**src/rtl/bsc_pkg.sv**
```systemverilog
package bsc_pkg;
  localparam logic [2:0] MODE_LINEAR    = 3'd0;
  localparam logic [2:0] MODE_BLOCK8    = 3'd1;
  localparam logic [2:0] MODE_GPU_TILE  = 3'd2;
  localparam logic [2:0] MODE_GPU_SUPER = 3'd3;

  typedef enum logic [1:0] {
    PX_32 = 2'd0,
    PX_24 = 2'd1,
    PX_16 = 2'd2,
    PX_8  = 2'd3
  } px_fmt_e;

  function automatic logic [2:0] px_bytes(logic [1:0] fmt);
    case (px_fmt_e'(fmt))
      PX_32:   return 3'd4;
      PX_24:   return 3'd3;
      PX_16:   return 3'd2;
      default: return 3'd1;
    endcase
  endfunction
endpackage

```
**src/rtl/bsc_tile_geom.sv**
```systemverilog
module bsc_tile_geom
  import bsc_pkg::*;
#(
  parameter int DIM_W = 16
) (
  input  logic [2:0]       mode_i,
  input  logic [1:0]       fmt_i,
  input  logic [DIM_W-1:0] x_i,
  input  logic [DIM_W-1:0] y_i,
  output logic             tiled_o,
  output logic             err_o,
  output logic [2:0]       x_mod_o,
  output logic [2:0]       y_mod_o
);
  always_comb begin
    tiled_o = 1'b0;
    err_o   = 1'b0;
    x_mod_o = '0;
    y_mod_o = '0;
    case (mode_i)
      MODE_LINEAR: ;
      MODE_BLOCK8: begin
        tiled_o = 1'b1;
        x_mod_o = x_i[2:0];
        y_mod_o = y_i[2:0];
      end
      MODE_GPU_TILE, MODE_GPU_SUPER: begin
        tiled_o = 1'b1;
        x_mod_o = (px_fmt_e'(fmt_i) == PX_16) ? x_i[2:0] : {1'b0, x_i[1:0]};
        y_mod_o = {1'b0, y_i[1:0]};
      end
      default: err_o = 1'b1;
    endcase
  end
endmodule

```
**src/rtl/bsc_burst_sel.sv**
```systemverilog
module bsc_burst_sel #(
  parameter int ADDR_W  = 32,
  parameter int MIN_LOG = 3,
  parameter int MAX_LOG = 7
) (
  input  logic [ADDR_W-1:0] addr_i,
  output logic [MAX_LOG:0]  burst_o
);
  localparam int LOG_W = $clog2(MAX_LOG + 1);

  logic [LOG_W-1:0] lsb;

  // lowest set bit; none below MAX_LOG means the cap
  always_comb begin
    lsb = LOG_W'(MAX_LOG);
    for (int i = MAX_LOG - 1; i >= 0; i--) begin
      if (addr_i[i]) lsb = LOG_W'(i);
    end
    if (lsb < LOG_W'(MIN_LOG)) lsb = LOG_W'(MIN_LOG);
  end

  assign burst_o = (MAX_LOG + 1)'(1) << lsb;
endmodule

```
**src/rtl/bsc_stride_pad.sv**
```systemverilog
module bsc_stride_pad #(
  parameter int STRIDE_W = 16,
  parameter int MAX_LOG  = 7,
  parameter int PAD_LOG  = 3
) (
  input  logic [STRIDE_W-1:0] stride_i,
  input  logic                tiled_i,
  input  logic [PAD_LOG-1:0]  addr_lo_i,
  input  logic [MAX_LOG:0]    burst_i,
  output logic [STRIDE_W:0]   stride_o
);
  localparam int OW = STRIDE_W + 1;

  logic [OW-1:0] pad_add;
  logic [OW-1:0] padded;
  logic [OW-1:0] mask;
  logic [OW-1:0] sum;

  assign pad_add  = (tiled_i && (addr_lo_i != '0)) ? OW'(1 << PAD_LOG) : '0;
  assign padded   = {1'b0, stride_i} + pad_add;
  assign mask     = OW'(burst_i) - OW'(1);
  assign sum      = padded + mask;
  assign stride_o = sum & ~mask;
endmodule

```
**src/rtl/bsc_stride_calc.sv**
```systemverilog
module bsc_stride_calc
  import bsc_pkg::*;
#(
  parameter int ADDR_W   = 32,
  parameter int DIM_W    = 16,
  parameter int STRIDE_W = 16,
  parameter int MIN_LOG  = 3,
  parameter int MAX_LOG  = 7
) (
  input  logic                clk_i,
  input  logic                rst_ni,
  input  logic                req_i,
  input  logic [ADDR_W-1:0]   base_addr_i,
  input  logic [1:0]          fmt_i,
  input  logic [2:0]          mode_i,
  input  logic [DIM_W-1:0]    x_off_i,
  input  logic [DIM_W-1:0]    y_off_i,
  input  logic [STRIDE_W-1:0] stride_i,
  input  logic [DIM_W-1:0]    height_i,
  input  logic                aux_i,
  input  logic                two_plane_i,
  output logic                done_o,
  output logic                valid_o,
  output logic                err_o,
  output logic [MAX_LOG:0]    burst_o,
  output logic [STRIDE_W:0]   stride_o,
  output logic [DIM_W-1:0]    x_off_o,
  output logic [DIM_W-1:0]    y_off_o,
  output logic [DIM_W-1:0]    height_o,
  output logic                uv_en_o,
  output logic                hs8_o
);
  localparam int          OW    = STRIDE_W + 1;
  localparam logic [OW-1:0] LIMIT = OW'(1) << STRIDE_W;

  logic              tiled, bad_mode;
  logic [2:0]        x_mod, y_mod;
  logic [ADDR_W-1:0] eff_addr;
  logic [MAX_LOG:0]  burst;
  logic [OW-1:0]     stride_adj;
  logic              halve;
  logic [2:0]        y_fin;
  logic [DIM_W-1:0]  h_fin;
  logic              uv_fin;

  bsc_tile_geom #(.DIM_W(DIM_W)) i_geom (
    .mode_i  (mode_i),
    .fmt_i   (fmt_i),
    .x_i     (x_off_i),
    .y_i     (y_off_i),
    .tiled_o (tiled),
    .err_o   (bad_mode),
    .x_mod_o (x_mod),
    .y_mod_o (y_mod)
  );

  // x_mod is zero in linear mode, so this collapses to the base
  assign eff_addr = base_addr_i + ADDR_W'(x_mod * px_bytes(fmt_i));

  bsc_burst_sel #(
    .ADDR_W (ADDR_W),
    .MIN_LOG(MIN_LOG),
    .MAX_LOG(MAX_LOG)
  ) i_burst (
    .addr_i (eff_addr),
    .burst_o(burst)
  );

  bsc_stride_pad #(
    .STRIDE_W(STRIDE_W),
    .MAX_LOG (MAX_LOG),
    .PAD_LOG (3)
  ) i_pad (
    .stride_i (stride_i),
    .tiled_i  (tiled),
    .addr_lo_i(eff_addr[2:0]),
    .burst_i  (burst),
    .stride_o (stride_adj)
  );

  assign halve  = aux_i && (stride_adj <= OW'(burst));
  assign y_fin  = halve ? (y_mod >> 1) : y_mod;
  assign h_fin  = halve ? (height_i >> 1) : height_i;
  assign uv_fin = two_plane_i && aux_i && !halve;

  always_ff @(posedge clk_i or negedge rst_ni) begin
    if (!rst_ni) begin
      done_o   <= 1'b0;
      valid_o  <= 1'b0;
      err_o    <= 1'b0;
      burst_o  <= '0;
      stride_o <= '0;
      x_off_o  <= '0;
      y_off_o  <= '0;
      height_o <= '0;
      uv_en_o  <= 1'b0;
      hs8_o    <= 1'b0;
    end else begin
      done_o <= req_i;
      if (req_i) begin
        if (bad_mode) begin
          valid_o  <= 1'b0;
          err_o    <= 1'b1;
          burst_o  <= '0;
          stride_o <= '0;
          x_off_o  <= '0;
          y_off_o  <= '0;
          height_o <= '0;
          uv_en_o  <= 1'b0;
          hs8_o    <= 1'b0;
        end else begin
          valid_o  <= stride_adj < LIMIT;
          err_o    <= 1'b0;
          burst_o  <= burst;
          stride_o <= stride_adj;
          x_off_o  <= DIM_W'(x_mod);
          y_off_o  <= DIM_W'(y_fin);
          height_o <= h_fin;
          uv_en_o  <= uv_fin;
          hs8_o    <= two_plane_i;
        end
      end
    end
  end
endmodule

```
**config.mk**
```make
export PLATFORM = sky130hd
export DESIGN_NAME = bsc_stride_calc
export DESIGN_NICKNAME = d
export VERILOG_FILES = /design/src/rtl/bsc_pkg.sv /design/src/rtl/bsc_tile_geom.sv /design/src/rtl/bsc_burst_sel.sv /design/src/rtl/bsc_stride_pad.sv /design/src/rtl/bsc_stride_calc.sv
export SDC_FILE = /design/constraint.sdc
export NUM_CORES = 1
export LEC_CHECK = 0
export ABC_AREA = 0
export BUFFER_PORTS_ARGS = -buffer_cell sky130_fd_sc_hd__buf_2
export CAP_MARGIN = 25
export CORE_MARGIN = 3
export CORE_UTILIZATION = 47
export CTS_BUF_LIST = sky130_fd_sc_hd__clkbuf_8
export CTS_CLUSTER_SIZE = 10
export DETAILED_ROUTE_END_ITERATION = 16
export HOLD_SLACK_MARGIN = 0.05
export PLACE_DENSITY = 0.79
export SLEW_MARGIN = 40
export SYNTH_ARGS = -nofsm -noshare
export SYNTH_HDL_FRONTEND = slang
export SYNTH_SLANG_ARGS = --single-unit
```
**constraint.sdc**
```tcl
create_clock -name clk_i -period 2.2 [get_ports clk_i]
set_input_delay 0.66 -clock clk_i [delete_from_list [all_inputs] [get_ports clk_i]]
set_output_delay 0.66 -clock clk_i [all_outputs]
set_load 0.05 [all_outputs]
```
==> run_results.csv, run 1 <==
group,metric,value,unit
critical_path,cp_data_arrival_time,7350,ps
layout,final_cell_mix,"buf_2, buf_4, inv_1",
critical_path,rr_worst_depth,1,
power_and_ir_drop,power_switching,1.60,mW
timing,rsz0062_at_grt,"yes",
clock_tree,cts_root_buffer,"clkbuf_8",
timing,drv_slew,0,
run_status,status,"finished, violations left",
clock_tree,insertion_delay,290,ps
clock_tree,cts_buffer_depth,2,
critical_path,end_kind,"register",
timing,fin_ws,-4910,ps
power_and_ir_drop,power_density,614,mW/mm^2
global_routing,grt_max_degree,53,
clock_tree,numCtsBuffers,5,
drt,viasPerCell,5.21,
critical_path,cp_num_buf_inv,10,
critical_path,endpoint,"y_off_o[1]$_DFFE_PN0P_",
logic_synthesis,syn_area_per_cell,9.24,um^2
critical_path,start_kind,"primary input",
power_and_ir_drop,p_comb_share,54.0,%
layout,final_area,0.00629,mm^2
logic_synthesis,yosysTopAreaCell,"dfrtp_1",
timing,fmax,0.141,GHz
global_routing,grt_pass1_vias,4164,
logic_synthesis,synth_warnings,0,
drt,first_pass_iters,4,
timing,hold_ws,464,ps
power_and_ir_drop,p_clk_share,17.6,%
logic_synthesis,synth_area,0.00426,mm^2
logic_synthesis,synth_top_area_share,30.6,%
global_routing,grt.total_usage,22.6,%
critical_path,critical-path-max-stage-delay,530,ps
critical_path,critPathMaxFanout,5,
critical_path,crit_type,"primary input to register",
place,place.gp.congestion,0.927,
global_routing,grt_pass1_wl,18800,um
drt,drt_iter0_markers,174,
clock_tree,h-tree-depth,2,
logic_synthesis,synthArstFlopShare,100,%
layout,antenna_cells,0,
drt,drt-total-wl,12400,um
global_routing,grt_overflow,0,
power_and_ir_drop,p_int,2.26,mW
place,dpl_cell_area,0.00559,mm^2
critical_path,critPathRequiredTime,2440,ps
timing,tightest_slew,665,ps
timing,finalSetupViolCount,40,
layout,multiInputGateArea,0.00293,mm^2
layout,regArea,0.00130,mm^2
place,hpwl,8820,um
logic_synthesis,synth_seq_cells,52,
power_and_ir_drop,p_leak,3.34,nW
logic_synthesis,synth_area_leaders,"dfrtp_1, ha_1, inv_1",
critical_path,cp.depth,38,
critical_path,r2r-end,"hs8_o$_DFFE_PN0P_",
timing,period_share,323,%
critical_path,ff2ff_setup_slack,1420,ps
layout,fillers,614,
critical_path,critical_path.top_delay_family,"adder cells",
run_status,violations,"negative setup slack",
layout,nets,839,
power_and_ir_drop,pwr-share-seq,28.3,%
logic_synthesis,netlist-cell-type-count,63,
drt,vias,4109,
floorplan,initial_utilization,48.6,%
power_and_ir_drop,finalPower,3.86,mW
layout,layout_commonest_cell,"buf_2",
timing,fin_setup_tns,-154690,ps
timing,timing.slew.headroom,55.7,%
floorplan,num_rows,34,
floorplan,chipHeight,101,um
clock_tree,clkSinkCount,52,
layout,syn_to_final_growth,47.6,%
floorplan,ioPinCount,184,
hold_path,hp-class,"primary input to async pin",
floorplan,dieArea,0.0102,mm^2
global_routing,antenna_found_initial,0,
clock_tree,clk_pin_slew_worst_paths,100,ps
logic_synthesis,netlist_instances,461,
power_and_ir_drop,peakVddDrop,0.361,mV
drt,antenna_left,0,
drt,wl_per_cell,15.7,um
flow_run,maxCapViolations,0,
timing,skew,0,ps
critical_path,critPathLaunch,"fmt_i[0]",
critical_path,cp_slowest_cell,"fa_2",
power_and_ir_drop,netSwitchingFraction,41.4,%
logic_synthesis,synth-edff-count,0,
floorplan,core,0.00876,mm^2
drt,drcViolationCount,0,
layout,drive_gt1_share,45.7,%
critical_path,r2r-start,"hs8_o$_DFFE_PN0P_",
place,io_buffer_count,106,
floorplan,die_w,101,um
logic_synthesis,synthFlopType,"dfrtp_1",
clock_tree,cts_tree,"built",
timing,hold_viol,0,
critical_path,crit_top_cell,"ha_4",
logic_synthesis,yosysSeqAreaShare,30.6,%
timing,period_minus_slack,7110,ps
[state kept, by name, summed over array words and instances (netlist names)]
signal    flops
valid_o       1
uv_en_o       1
done_o        1
height_o     16
y_off_o       3
err_o         1
burst_o       8
stride_o     17
hs8_o         1
x_off_o       3
[cell type report]
cell class,instances,share of cell area (%)
Timing Repair Buffer,218,23.7
Tap cell,108,2.15
Inverter,78,4.97
Clock inverter,3,0.736
Sequential cell,52,20.7
Clock buffer,5,1.09
Multi-Input combinational cell,324,46.6
[kinds of logic after synthesis]
group / after synthesis / share of synthesized area [%]
other cells: 2 / 0.176
xor+xnor: 13 / 3.03
fa+ha+maj: 54 / 17.1
compound gates: 107 / 16.5
flops: 52 / 30.6
buf+inv: 120 / 14.3
simple gates: 90 / 12.5
mux: 23 / 5.88
[metrics by stage]
stage	worst slack (ps)	util [%]	std cells
after global placement	-5000	63.8	754
after global routing	-5250	71.8	788
after CTS	-4800	68.2	774
after detailed placement	-5240	63.8	754
final	-4910	71.8	788
after floorplan	-4750	-	496
[cell usage after synthesis, types with 4 or more instances]
master and count:
inv_1 77, dfrtp_1 52, ha_1 47, o22ai_1 36, buf_4 27, mux2i_1 19, nor2_1 17, nand2_1 16
a21oi_1 14, o21ai_0 13, nand3_1 10, clkbuf_1 9, nand2b_1 8, o21ai_1 8, xnor2_1 8, fa_1 7
nor2b_1 7, and2_1 4, and3_1 4, o211ai_1 4, o21a_1 4, o21bai_1 4
[worst min-delay path by stage]
| stage | startpoint | to | slack [ps] |
|---|---|---|---|
| 4_1_cts | rst_ni | height_o[10]$_DFFE_PN0P_ | 480 |
| 6_report | rst_ni | height_o[10]$_DFFE_PN0P_ | 460 |
| 3_5_place_dp | burst_o[2]$_DFFE_PN0P_ | burst_o[2]$_DFFE_PN0P_ | 510 |
| 2_1_floorplan | rst_ni | burst_o[0]$_DFFE_PN0P_ | 360 |
| 3_3_place_gp | burst_o[2]$_DFFE_PN0P_ | burst_o[2]$_DFFE_PN0P_ | 480 |
| 5_1_grt | rst_ni | height_o[10]$_DFFE_PN0P_ | 510 |
[power groups by stage]
stage	clock network, mW	logic [mW]	registers (mW)
2_1_floorplan	0	0.905	1.42
3_3_place_gp	0	1.72	1.11
3_5_place_dp	0	1.76	1.11
4_1_cts	0.696	1.88	1.09
5_1_grt	0.730	2.23	1.10
6_report	0.681	2.09	1.09
[repair_timing]
action                                  in CTS  in global routing
buffers inserted                            11                 17
endpoints found under the setup margin      40                 40
gates resized for setup                     33                 46
hold endpoints to repair                     0                  0
hold buffers                                 0                  0
pin swaps                                   20                 35
cloned                                       1                  0
[per-layer routing]
metal	wire (um)	share of wire, %	vias to the layer above	track usage [%]
li1	-	-	1951	-
met1	4840	39	1980	26.6
met2	6460	52	146	41.6
met3	767	6.2	32	3.93
met4	307	2.5	0	6.85
met5	0	0	-	0
No activity file was read; power rests on OpenSTA's default activity.
==> run 2: changes to the inputs <==
--- a/config.mk
+++ b/config.mk
@@ -11,5 +11,5 @@
 export CORE_MARGIN = 3
 export CORE_UTILIZATION = 47
-export CTS_BUF_LIST = sky130_fd_sc_hd__clkbuf_8
+export CTS_BUF_LIST = sky130_fd_sc_hd__clkbuf_16
 export CTS_CLUSTER_SIZE = 10
 export DETAILED_ROUTE_END_ITERATION = 16
==> constraint.sdc (replaced) <==
create_clock -name clk_i -period 2.2 [get_ports clk_i]
set_input_delay 0.44 -clock clk_i [delete_from_list [all_inputs] [get_ports clk_i]]
set_output_delay 0.44 -clock clk_i [all_outputs]
set_load 0.05 [all_outputs]
==> run 2 against run 1 <==
Against the previous run:
- the run still ends with negative setup slack left
- combinational power barely moved
- die area did not move
- sequential power barely moved
- highest routed layer unchanged
- setup slack improved by 240 ps
- sequential share of layout area rose by 0.11 points
==> run_results.csv, run 2 (synthesis gave the netlist of run 1 again) <==
group,metric,value,unit
timing,rsz0062_at_grt,"yes",
power_and_ir_drop,netSwitchingFraction,39.4,%
critical_path,cp_data_arrival_time,7050,ps
run_status,status,"finished, violations left",
layout,largest_reg_flops,17,
clock_tree,cts_buffer_depth,2,
critical_path,crit_top_cell,"buf_4",
critical_path,critical_path.top_delay_family,"adder cells",
critical_path,critPathMaxFanout,3,
layout,nets,846,
global_routing,grt_max_degree,30,
layout,layout_commonest_cell,"buf_4",
critical_path,cp_num_buf_inv,23,
floorplan,die_w,101,um
place,io_buffer_count,106,
critical_path,start_kind,"primary input",
timing,period_share,312,%
critical_path,critPathLaunch,"fmt_i[0]",
critical_path,ff2ff_setup_slack,1430,ps
layout,fillers,626,
floorplan,num_rows,34,
drt,drt_iter0_markers,193,
critical_path,end_kind,"register",
drt,drt-total-wl,12300,um
timing,period_minus_slack,6870,ps
power_and_ir_drop,p_comb_share,51.5,%
floorplan,chipHeight,101,um
timing,hold_viol,0,
global_routing,antenna_found_initial,0,
critical_path,cp_slowest_cell,"fa_1",
floorplan,initial_utilization,48.6,%
power_and_ir_drop,peakVddDrop,0.361,mV
layout,antenna_cells,0,
place,place.gp.congestion,0.921,
run_status,violations,"negative setup slack",
floorplan,core,0.00876,mm^2
power_and_ir_drop,pwr-share-seq,26.8,%
critical_path,crit_type,"primary input to register",
critical_path,r2r-end,"stride_o[7]$_DFFE_PN0P_",
power_and_ir_drop,p_int,2.48,mW
clock_tree,h-tree-depth,2,
layout,regMostFlops,"stride_o",
global_routing,grt_overflow,0,
critical_path,rr_worst_depth,2,
clock_tree,holdBufCountCts,0,
clock_tree,cts_tree,"built",
layout,drive_gt1_share,45.3,%
timing,skew,0,ps
global_routing,grt.total_usage,21.9,%
flow_run,maxCapViolations,0,
clock_tree,cts_root_buffer,"clkbuf_16",
power_and_ir_drop,power_density,654,mW/mm^2
critical_path,r2r-start,"stride_o[7]$_DFFE_PN0P_",
drt,viasPerCell,5.18,
clock_tree,clk_pin_slew_worst_paths,70,ps
place,hpwl,8780,um
floorplan,dieArea,0.0102,mm^2
timing,drv_slew,0,
timing,fmax,0.146,GHz
power_and_ir_drop,finalPower,4.09,mW
layout,top_regs,"stride_o (17), height_o (16), burst_o (8)",
drt,antenna_left,0,
clock_tree,insertion_delay,280,ps
floorplan,ioPinCount,184,
critical_path,critical-path-max-stage-delay,550,ps
global_routing,grt_pass1_wl,18300,um
hold_path,hp-class,"primary input to async pin",
timing,finalSetupViolCount,40,
timing,hold_ws,155,ps
power_and_ir_drop,power_switching,1.61,mW
clock_tree,clkSinkCount,52,
timing,fin_ws,-4670,ps
layout,syn_to_final_growth,46.9,%
drt,wl_per_cell,15.4,um
clock_tree,numCtsBuffers,5,
power_and_ir_drop,p_clk_share,21.7,%
layout,final_util,71.4,%
global_routing,grt_pass1_vias,4103,
drt,vias,4115,
drt,first_pass_iters,4,
power_and_ir_drop,p_leak,3.36,nW
drt,drcViolationCount,0,
critical_path,critPathRequiredTime,2380,ps
layout,final_cell_mix,"buf_4, buf_2, inv_1",
[run 2: power by group through the flow]
| stage | logic [mW] | clock network, mW | registers (mW) |
|---|---|---|---|
| global route | 2.26 | 0.939 | 1.10 |
| CTS | 1.90 | 0.894 | 1.10 |
| finish | 2.11 | 0.887 | 1.10 |
| floorplan | 0.905 | 0 | 1.42 |
| global placement | 1.72 | 0 | 1.11 |
| detailed placement | 1.77 | 0 | 1.11 |
[run 2: how the worst max path moves through the flow]
| stage | to | depth (start not counted) |
|---|---|---|
| 4_1_cts | height_o[12]$_DFFE_PN0P_ | 37 |
| 5_1_grt | y_off_o[1]$_DFFE_PN0P_ | 37 |
| 6_report | stride_o[7]$_DFFE_PN0P_ | 40 |
| 2_1_floorplan | y_off_o[1]$_DFFE_PN0P_ | 37 |
| 3_3_place_gp | y_off_o[1]$_DFFE_PN0P_ | 37 |
| 3_5_place_dp | y_off_o[1]$_DFFE_PN0P_ | 37 |
[run 2: per-stage QoR]
step                      instance area (um^2)  setup slack (ps)  setup TNS [ps]  std cells
final                                     6260             -4670         -148730        795
after global routing                      6260             -4880         -158490        795
after CTS                                 5960             -4460         -145510        784
after detailed placement                  5590             -4920         -160450        755
after global placement                    5590             -4780         -155430        755
after floorplan                           4570             -4530         -138990        496
[run 2: layout make-up]
class	count	area [um^2]	area share (%)
clock buffer	5	125	2.00
clock inverter	3	42.5	0.680
inverter	78	310	4.96
multi-input combinational	324	2860	45.7
sequential	52	1300	20.8
tap	108	135	2.16
timing repair buffer	225	1480	23.7
[run 2: what timing repair did]
action / 4_1_cts / 5_1_grt
resized for setup: 8 / 36
hold endpoints to repair: 0 / 0
endpoints found under the setup margin: 40 / 40
pin swaps: 5 / 30
cloned: 0 / 2
setup buffers: 21 / 10
[run 2: routing by layer]
layer | share of wire [%] | vias up | global-route usage (%) | wire (um)
met5 | 0 | - | 0 | 0
met4 | 2.1 | 0 | 5.42 | 261
met3 | 6.0 | 21 | 3.31 | 737
li1 | - | 1969 | - | -
met2 | 53 | 143 | 39.9 | 6440
met1 | 39 | 1982 | 26.9 | 4820
[run 2: worst register-to-register path, stage by stage, from the launching register on]
cell	delay [ps]
dfrtp_1	410
inv_1	120
o32ai_2	110
